$ cat config.mk
export PLATFORM = sky130hd
export DESIGN_NAME = owire_reset_responder
export DESIGN_NICKNAME = d
export VERILOG_FILES = /design/src/rtl/owrp_pkg.sv /design/src/rtl/owrp_datapath.sv /design/src/rtl/owrp_control.sv /design/src/rtl/owire_reset_responder.sv
export SDC_FILE = /design/constraint.sdc
export NUM_CORES = 1
export LEC_CHECK = 0
export ABC_AREA = 1
export ABC_CLOCK_PERIOD_IN_PS = 2300
export CORE_UTILIZATION = 50
export CTS_BUF_LIST = sky130_fd_sc_hd__clkbuf_2 sky130_fd_sc_hd__clkbuf_4 sky130_fd_sc_hd__clkbuf_8
export DETAILED_ROUTE_END_ITERATION = 10
export PLACE_DENSITY = 0.67
export SYNTH_ARGS = -nofsm -noshare
export SYNTH_HDL_FRONTEND = slang
export SYNTH_SLANG_ARGS = --single-unit
$ cat constraint.sdc
create_clock -name clk -period 2.3 [get_ports clk]
set_input_delay 0.46 -clock clk [delete_from_list [all_inputs] [get_ports clk]]
set_output_delay 0.46 -clock clk [all_outputs]
set_load 0.01 [all_outputs]
$ cat src/rtl/owrp_pkg.sv
package owrp_pkg;

  typedef enum logic [1:0] {
    ST_IDLE,
    ST_WAIT,
    ST_PRES,
    ST_REC
  } seqState_t;

  // strobes from control to datapath
  typedef struct packed {
    logic startSeq;  // reset classified: clear timer, latch speed
    logic keepOd;    // speed kept after this reset is overdrive
    logic seqRun;    // presence/recovery sequence in progress
    logic measEn;    // low-period measurement allowed
  } ctlStrobe_t;

endpackage

$ cat src/rtl/owrp_datapath.sv
module owrp_datapath
  import owrp_pkg::*;
#(
  parameter int LONG_CLKS = 24000,
  parameter int PDH_STD   = 1500,
  parameter int PDL_STD   = 6000,
  parameter int RSTH_STD  = 24000,
  parameter int PDH_OD    = 150,
  parameter int PDL_OD    = 600,
  parameter int RSTH_OD   = 2400,
  localparam int LW = $clog2(LONG_CLKS + 1),
  localparam int TMAX = (RSTH_STD > RSTH_OD) ? RSTH_STD : RSTH_OD,
  localparam int TW = $clog2(TMAX + 1)
) (
  input  logic          clk,
  input  logic          rstN,
  input  logic          busIn,
  input  ctlStrobe_t    ctl,
  output logic          busSync,
  output logic          lowEnd,
  output logic [LW-1:0] lowLen,
  output logic          seqOd,
  output logic          hitPdh,
  output logic          hitPdl,
  output logic          hitRsth
);

  localparam logic [LW-1:0] LONG_L   = LW'(LONG_CLKS);
  localparam logic [TW-1:0] PDH_S_E  = TW'(PDH_STD - 1);
  localparam logic [TW-1:0] PDL_S_E  = TW'(PDH_STD + PDL_STD - 1);
  localparam logic [TW-1:0] RSTH_S_E = TW'(RSTH_STD - 1);
  localparam logic [TW-1:0] PDH_O_E  = TW'(PDH_OD - 1);
  localparam logic [TW-1:0] PDL_O_E  = TW'(PDH_OD + PDL_OD - 1);
  localparam logic [TW-1:0] RSTH_O_E = TW'(RSTH_OD - 1);

  logic          syncA;
  logic [LW-1:0] lowCnt;
  logic [TW-1:0] seqTmr;

  // two-flop synchronizer, idle level is high
  always_ff @(posedge clk or negedge rstN) begin
    if (!rstN) begin
      syncA   <= 1'b1;
      busSync <= 1'b1;
    end else begin
      syncA   <= busIn;
      busSync <= syncA;
    end
  end

  // saturating low-period counter
  always_ff @(posedge clk or negedge rstN) begin
    if (!rstN) begin
      lowCnt <= '0;
    end else if (!ctl.measEn || busSync) begin
      lowCnt <= '0;
    end else if (lowCnt != LONG_L) begin
      lowCnt <= lowCnt + 1'b1;
    end
  end

  assign lowLen = lowCnt;
  assign lowEnd = busSync && (lowCnt != '0);

  // sequence timer and latched speed
  always_ff @(posedge clk or negedge rstN) begin
    if (!rstN) begin
      seqTmr <= '0;
      seqOd  <= 1'b0;
    end else if (ctl.startSeq) begin
      seqTmr <= '0;
      seqOd  <= ctl.keepOd;
    end else if (ctl.seqRun) begin
      seqTmr <= seqTmr + 1'b1;
    end
  end

  always_comb begin
    if (seqOd) begin
      hitPdh  = (seqTmr == PDH_O_E);
      hitPdl  = (seqTmr == PDL_O_E);
      hitRsth = (seqTmr == RSTH_O_E);
    end else begin
      hitPdh  = (seqTmr == PDH_S_E);
      hitPdl  = (seqTmr == PDL_S_E);
      hitRsth = (seqTmr == RSTH_S_E);
    end
  end

endmodule

$ cat src/rtl/owrp_control.sv
module owrp_control
  import owrp_pkg::*;
#(
  parameter int LONG_CLKS   = 24000,
  parameter int OD_MIN_CLKS = 2400,
  parameter int OD_MAX_CLKS = 4000,
  parameter int PDH_STD     = 1500,
  parameter int PDL_STD     = 6000,
  parameter int RSTH_STD    = 24000,
  parameter int PDH_OD      = 150,
  parameter int PDL_OD      = 600,
  parameter int RSTH_OD     = 2400,
  parameter int REC_CLKS    = 250,
  localparam int LW = $clog2(LONG_CLKS + 1),
  localparam int TMAX = (RSTH_STD > RSTH_OD) ? RSTH_STD : RSTH_OD,
  localparam int TW = $clog2(TMAX + 1)
) (
  input  logic          clk,
  input  logic          rstN,
  input  logic          odMode,
  input  logic          busSync,
  input  logic          lowEnd,
  input  logic [LW-1:0] lowLen,
  input  logic          seqOd,
  input  logic          hitPdh,
  input  logic          hitPdl,
  input  logic          hitRsth,
  output ctlStrobe_t    ctl,
  output logic          pullDown,
  output logic          resetPulse,
  output logic          speedDrop,
  output logic          slotEnd,
  output logic          readyPulse
);

  localparam logic [LW-1:0] LONG_L  = LW'(LONG_CLKS);
  localparam logic [LW-1:0] ODMIN_L = LW'(OD_MIN_CLKS);
  localparam logic [LW-1:0] ODMAX_L = LW'(OD_MAX_CLKS);

  seqState_t state;
  logic      armed;
  logic      doClass, isReset, keepOd, lenLong, odHit;

  assign lenLong = (lowLen >= LONG_L);
  assign odHit   = odMode && (lowLen >= ODMIN_L);
  assign isReset = lenLong || odHit;
  assign keepOd  = odHit && (lowLen <= ODMAX_L);
  assign doClass = ctl.measEn && lowEnd;

  assign ctl.startSeq = doClass && isReset;
  assign ctl.keepOd   = keepOd;
  assign ctl.seqRun   = (state != ST_IDLE);
  assign ctl.measEn   = (state == ST_IDLE) && armed;

  assign pullDown = (state == ST_PRES);

  always_ff @(posedge clk or negedge rstN) begin
    if (!rstN) begin
      state      <= ST_IDLE;
      armed      <= 1'b0;
      resetPulse <= 1'b0;
      speedDrop  <= 1'b0;
      slotEnd    <= 1'b0;
      readyPulse <= 1'b0;
    end else begin
      resetPulse <= doClass && isReset;
      speedDrop  <= doClass && isReset && !keepOd;
      slotEnd    <= doClass && !isReset;
      readyPulse <= (state == ST_REC) && hitRsth;
      // measure only lows that begin after the line was seen idle
      if (ctl.startSeq) armed <= 1'b0;
      else if (state == ST_IDLE && busSync) armed <= 1'b1;
      case (state)
        ST_IDLE: if (ctl.startSeq) state <= ST_WAIT;
        ST_WAIT: if (hitPdh) state <= ST_PRES;
        ST_PRES: if (hitPdl) state <= ST_REC;
        ST_REC:  if (hitRsth) state <= ST_IDLE;
        default: state <= ST_IDLE;
      endcase
    end
  end

  // ---------------- checks ----------------
  localparam logic [TW-1:0] PDL_S_L = TW'(PDL_STD - 1);
  localparam logic [TW-1:0] PDL_O_L = TW'(PDL_OD - 1);

  logic [TW-1:0] pdRun;
  logic          pdSeen;

  always_ff @(posedge clk or negedge rstN) begin
    if (!rstN) begin
      pdRun  <= '0;
      pdSeen <= 1'b0;
    end else begin
      pdRun <= pullDown ? pdRun + 1'b1 : '0;
      if (pullDown) pdSeen <= 1'b1;
      else if (readyPulse) pdSeen <= 1'b0;
    end
  end

  initial begin
    // recovery window covers presence plus recovery time
    a_r7_window_fits: assert (RSTH_STD >= PDH_STD + PDL_STD + REC_CLKS &&
                              RSTH_OD >= PDH_OD + PDL_OD + REC_CLKS);
  end

  a_r1_long_drops_speed: assert property (@(posedge clk) disable iff (!rstN)
    (resetPulse && ($past(lowLen) >= LONG_L)) |-> speedDrop);

  a_r6_presence_width: assert property (@(posedge clk) disable iff (!rstN)
    $fell(pullDown) |-> ($past(pdRun) == (seqOd ? PDL_O_L : PDL_S_L)));

  a_r7_ready_after_presence: assert property (@(posedge clk) disable iff (!rstN)
    readyPulse |-> (pdSeen && !pullDown));

  a_r10_strobes_exclusive: assert property (@(posedge clk) disable iff (!rstN)
    $onehot0({resetPulse, slotEnd, readyPulse}));

  a_r10_single_cycle: assert property (@(posedge clk) disable iff (!rstN)
    resetPulse |=> !resetPulse);

endmodule

$ cat src/rtl/owire_reset_responder.sv
module owire_reset_responder
  import owrp_pkg::*;
#(
  parameter int LONG_CLKS   = 24000,
  parameter int OD_MIN_CLKS = 2400,
  parameter int OD_MAX_CLKS = 4000,
  parameter int PDH_STD     = 1500,
  parameter int PDL_STD     = 6000,
  parameter int RSTH_STD    = 24000,
  parameter int PDH_OD      = 150,
  parameter int PDL_OD      = 600,
  parameter int RSTH_OD     = 2400,
  parameter int REC_CLKS    = 250,
  localparam int LW = $clog2(LONG_CLKS + 1)
) (
  input  logic clk,
  input  logic rstN,
  input  logic busIn,
  input  logic odMode,
  output logic pullDown,
  output logic resetPulse,
  output logic speedDrop,
  output logic slotEnd,
  output logic readyPulse
);

  ctlStrobe_t    ctl;
  logic          busSync, lowEnd, seqOd, hitPdh, hitPdl, hitRsth;
  logic [LW-1:0] lowLen;

  owrp_datapath #(
    .LONG_CLKS(LONG_CLKS), .PDH_STD(PDH_STD), .PDL_STD(PDL_STD),
    .RSTH_STD(RSTH_STD), .PDH_OD(PDH_OD), .PDL_OD(PDL_OD), .RSTH_OD(RSTH_OD)
  ) u_dp (
    .clk(clk), .rstN(rstN), .busIn(busIn), .ctl(ctl),
    .busSync(busSync), .lowEnd(lowEnd), .lowLen(lowLen), .seqOd(seqOd),
    .hitPdh(hitPdh), .hitPdl(hitPdl), .hitRsth(hitRsth)
  );

  owrp_control #(
    .LONG_CLKS(LONG_CLKS), .OD_MIN_CLKS(OD_MIN_CLKS), .OD_MAX_CLKS(OD_MAX_CLKS),
    .PDH_STD(PDH_STD), .PDL_STD(PDL_STD), .RSTH_STD(RSTH_STD),
    .PDH_OD(PDH_OD), .PDL_OD(PDL_OD), .RSTH_OD(RSTH_OD), .REC_CLKS(REC_CLKS)
  ) u_ctl (
    .clk(clk), .rstN(rstN), .odMode(odMode), .busSync(busSync),
    .lowEnd(lowEnd), .lowLen(lowLen), .seqOd(seqOd),
    .hitPdh(hitPdh), .hitPdl(hitPdl), .hitRsth(hitRsth), .ctl(ctl),
    .pullDown(pullDown), .resetPulse(resetPulse), .speedDrop(speedDrop),
    .slotEnd(slotEnd), .readyPulse(readyPulse)
  );

endmodule

### After elaboration in Yosys (flattened, before gate mapping)

Index checks and enable logic that the tools add are counted.

* bits in registers: 40
* input bits: 4
* output and inout port bits: 5
* word-level logic and storage cells: 66

* add/subtract/negate cells: 2
* $lt $le $gt $ge: 3
* equality and inequality tests: 14
* mux-type cells: 14
* reduce and logical (&&, ||, !) cells: 22

Operators with widths (number)
* $mux W15: 4
* $add A15 B1 Y15 const B: 2
* $eq A15 B10 Y1 const B: 1
* $eq A15 B11 Y1 const B: 1
* $eq A15 B12 Y1 const B: 1
* $eq A15 B13 Y1 const B: 1
* $eq A15 B15 Y1 const B: 1
* $eq A15 B8 Y1 const B: 1
* $ge A15 B12 Y1 const B: 1
* $ge A15 B15 Y1 const B: 1
* $le A15 B12 Y1 const B: 1
* $ne A15 B15 Y1 const B: 1
* $reduce_bool A15 Y1: 1
* $logic_and A1 B1 Y1: 10
* $mux W2: 4
* $pmux W2 S4: 1
* $reduce_bool A2 Y1: 4
* $mux W1: 5
* $eq A2 B2 Y1 const B: 2
* $ne A2 B1 Y1 const B: 2
* $ne A2 B2 Y1 const B: 2
* $reduce_and A4 Y1: 1
* $logic_not A1 Y1: 3
* $eq A2 B1 Y1 const B: 1
* other kinds (2): 3

### Depth between registers and ports, before layout

Gate-level depths: netlist of run 1.

* depth in word-level cells: 6
* depth in mapped cells: 14
* gate-level depth less buffers: 13

### Modules after synthesis

From an unflattened synthesis of run 1, not the netlist that was laid out.

* cell total of the unflattened synthesis: 374
* area, all modules: 2595.0 um^2

Modules (own cells, without submodules)
* owrp_datapath: instances 1, cells each 287, area an instance 2026.9 um^2
* owrp_control: instances 1, cells each 87, area an instance 568.0 um^2

### Worst setup path before layout of run 1

No wires, ideal clock.

* path type: register -> register
* from: reg u_ctl.state[0]
* to: reg u_dp.seqTmr[14]
* arrival: 1.583 ns
* path slack: 0.598 ns
* stages on the path, launching flop included: 14
* path buffers: 1
* cell sequence: dfrtp_1 inv_1 ha_1 buf_6 inv_4 nand2_2 nor2_4 nand2_2 nor2_4 nand3_4 nor2_4 nand2_2 nor2_1 nor3_2

* longest elaborated chain between the ends: 5
* elaborated cells on any way between the ends: 7
* those cells by class: 1 x mux; 6 x reduce/logical

RTL lines
* start: declaration: RTL line owrp_control.sv:40 `seqState_t state;`
* start signal: assignment: RTL line owrp_control.sv:59 `state <= ST_IDLE;`
* start signal: assignment: RTL line owrp_control.sv:74 `ST_IDLE: if (ctl.startSeq) state <= ST_WAIT;`
* start signal: assignment: RTL line owrp_control.sv:75 `ST_WAIT: if (hitPdh) state <= ST_PRES;`
* $logic_not A2 Y1: RTL line owrp_control.sv:53 `assign ctl.measEn = (state == ST_IDLE) && armed;`
* $logic_and A1 B1 Y1: RTL line owrp_control.sv:53
* $logic_and A1 B1 Y1: RTL line owrp_control.sv:48 `assign doClass = ctl.measEn && lowEnd;`
* $logic_and A1 B1 Y1: RTL line owrp_control.sv:50 `assign ctl.startSeq = doClass && isReset;`
* $mux W15 or $reduce_bool A2 Y1 (tied branches)
* end signal: assignment: RTL line owrp_datapath.sv:74 `seqTmr <= seqTmr + 1'b1;`
* end: declaration: RTL line owrp_datapath.sv:38 `logic [TW-1:0] seqTmr;`

Parallel ways exist; a longest one is shown, timed or not.
A chain may end at the register's enable or synchronous reset.

### Worst setup path after layout of run 1

* from: reg u_ctl.state[0]
* to: out pullDown

* longest elaborated chain between the ends: 1

RTL lines
* $eq A2 B2 Y1: RTL line owrp_control.sv:55 `assign pullDown = (state == ST_PRES);`
* end: declaration: RTL line owire_reset_responder.sv:20 `output logic pullDown,`

No other way between the ends.

==> results of run 1 <==
-- path summary, 6_finish.rpt --
check,startpoint,end,slack (ps),depth (start not counted)
worst max-delay path,u_ctl.state[0]$_DFFE_PN0P_,pullDown,240,3
worst min-delay path,rstN,u_dp.seqTmr[7]$_DFFE_PN0P_,160,1
worst max register to register,u_ctl.state[1]$_DFFE_PN0P_,u_dp.seqOd$_DFFE_PN0N_,370,9
worst min register to register,u_dp.syncA$_DFF_PN1_,u_dp.busSync$_DFF_PN1_,360,0
max in group asynchronous,rstN,u_dp.syncA$_DFF_PN1_,1520,2
min in group clk,u_dp.syncA$_DFF_PN1_,u_dp.busSync$_DFF_PN1_,360,0
-- worst register-to-register path, stage by stage (launching register included) --
cell and delay, ps:
dfrtp_1 430, inv_1 120, ha_1 230, buf_4 200, nand3_1 90, a21oi_1 300
nand2_4 130, inv_4 180, nor2_1 60, nor2_1 130
-- state kept, by name, summed over array words and instances, names as in the netlist --
register and count:
u_dp.syncA 1, u_dp.lowLen 15, u_dp.busSync 1, u_ctl.state 2, u_ctl.resetPulse 1, u_dp.seqOd 1
u_ctl.speedDrop 1, u_ctl.armed 1, u_ctl.slotEnd 1, u_dp.seqTmr 15, u_ctl.readyPulse 1
-- cell families after synthesis --
family | after synthesis
AOI/OAI and AO/OA | 38
xor gates and xnor gates | 7
adders and majority gates | 8
buffers and inverters | 58
DFF | 40
and+or+nand+nor | 202
-- metal layers --
layer	GRT usage (%)	part of all wire [%]	vias up
li1	-	-	1146
met5	0	0	-
met1	33.4	51	1006
met4	7.69	0.74	0
met2	34.8	43	53
met3	4.61	4.7	6
-- where the power goes --
group / switching, mW / leakage (nW) / total (mW) / internal [mW]
clock network: 0.261 / 0.0541 / 0.583 / 0.321
logic: 0.0366 / 0.873 / 0.0562 / 0.0196
registers: 0.00511 / 0.486 / 0.717 / 0.712
-- synth_stat cells (all sizes together) (2+ instances only) --
cell and n:
nand2 89, nor2 52, inv 50, dfrtp 38, nand3 30, o21ai 20
nor3 16, a21oi 15, buf 8, ha 8, xor2 6, nand4 4
nand3b 3, nor4 3, a211oi 2, dfstp 2, nor3b 2
-- metrics by stage --
step | total power, mW | area [um2] | worst slack (ps) | hold WS (ps) | util (%)
2_1_floorplan | 0.754 | 2590 | 598 | 164 | -
3_3_place_gp | 0.786 | 2710 | 471 | 349 | 55.9
3_5_place_dp | 0.788 | 2710 | 376 | 350 | 55.9
4_1_cts | 1.38 | 2820 | 229 | 169 | 58.2
5_1_grt | 1.41 | 2820 | 171 | 187 | 58.2
6_report | 1.36 | 2820 | 241 | 157 | 58.2
-- cell type report --
type	count	area, um2	area share [%]
Multi-Input combinational cell	255	1320	46.9
Tap cell	67	83.8	2.97
Timing Repair Buffer	12	105	3.73
Inverter	50	195	6.92
Sequential cell	40	1000	35.6
Clock inverter	3	42.5	1.51
Clock buffer	5	68.8	2.44
==> impl_metrics.ini, run 1 <==
[clock_network]
cts_setup_buffers = 0
cts-htree-levels = 2
cts_max_path_buffers = 2
cts_hold_buffers = 0
clock_latency_ps = 300
cts_tree = yes
cts.sinks = 40
cts_buffers = 5
clockRootBuffer = clkbuf_8
cts_resized = 0
path_clk_slew_ps = 80

[floorplan]
coreArea_um2 = 4850
dieArea_um2 = 5480
initial_core_util_pct = 53.5
ioPinCount = 9
die_w_um = 74.0
die_h_um = 74.0
num_rows = 25

[sta]
tightest_slew_ps = 623
hold_viol_final = 0
period_share_pct = 89.5
slew_headroom_pct = 58.4
min_period_ps = 2060
fin_skew_ps = 5.82
setup_tns_ps = 0
final_max_slew_viol_count = 0
fmax_mhz = 486
rsz0062_at_grt = no
setup_viol = 0

[power_and_ir_drop]
max-vdd-ir-drop_mv = 0.298
p_per_area_nw_per_um2 = 480
power.leakage_nw = 1.41

[detailed_routing]
drt_iter0_markers = 209
post_drt_wl_per_cell_um = 12.8
ant_nets = 0
drc = 0
vias = 2211
wirelength_um = 5510
via_per_inst = 5.12
firstDrtPassIters = 4

[logic_synthesis]
muxShareOfSynthArea_pct = 0
async_reset_ff_share_pct = 100
syn-cell-area_um2 = 2590
synth-compound-area-share_pct = 8.01
netlist_instances = 353
ys.flop_type = dfrtp_1
syn_avg_cell_area_um2 = 7.34
syn_nets = 365
ys_types = 37
yosys.area_share.simple_pct = 36.8
synth_adder_area_share_pct = 3.86
yosysSeqAreaShare_pct = 38.7
yosys_warnings = 0
synth_xor_area_share_pct = 2.36
yosys-top-cells-area = dfrtp_1 37%, nand2_1 12%, nor2_1 6.8%
synth_area_leader_cell = dfrtp_1
synth_seq_cells = 40
synth_edf_count = 0
synth_top_cell_area_share_pct = 36.7
synth_top_family_by_area = simple AND/OR/NAND/NOR gates

[setup_path]
endpoint_kind = output pin
cp_cell_sequence = inv_1, ha_1, clkdlybuf4s50_1
cp_max_fo = 4
cpLargestDelayFamily = buffers and inverters
max_stage_delay_ps = 550
required_ps = 1840
crit_arrival_ps = 1600
cp_num_buf_inv = 2
slowest_stage = clkdlybuf4s50_1
critical_path_class = reg2out
startpoint_type = flop

[global_route]
grt_usage_pct = 23.2
gr-total-overflow = 0
grt_first_pass_wirelength_um = 9670
grt_pass1_vias = 2080
grt_antenna_before_repair = 0
grt_max_degree = 26

[place]
post-dp-hpwl_um = 4250
port_buffers = 8
gp_congestion = 0.919
dp_cells = 424

[final_layout]
nFillCells = 462
area_growth_pct = 8.83
final_cell_mix = 81 x nand2_1, 47 x nor2_1, 45 x inv_1
layout_commonest_cell = nand2_1
final_cell_count_no_fill = 432
antenna_cells = 0
fin_nets = 376
layout-drive-gt1-share_pct = 11.5

[worst_hold_path]
hold_class = in2async

[job]
drv_cap = 0

[run_status]
status = finished, final reports clean
Note: power is estimated with default switching activity, not from simulation.
==> run 2, diff against run 1 <==
--- a/config.mk
+++ b/config.mk
@@ -8,9 +8,10 @@
 export ABC_AREA = 1
 export ABC_CLOCK_PERIOD_IN_PS = 2300
 export CORE_UTILIZATION = 50
-export CTS_BUF_LIST = sky130_fd_sc_hd__clkbuf_2 sky130_fd_sc_hd__clkbuf_4 sky130_fd_sc_hd__clkbuf_8
+export CTS_BUF_LIST = sky130_fd_sc_hd__clkbuf_8
 export DETAILED_ROUTE_END_ITERATION = 10
 export PLACE_DENSITY = 0.67
+export SLEW_MARGIN = 10
 export SYNTH_ARGS = -nofsm -noshare
 export SYNTH_HDL_FRONTEND = slang
 export SYNTH_SLANG_ARGS = --single-unit
==> results of run 2 <==
Final layout, timing and power as in run 1 (identical DEF).
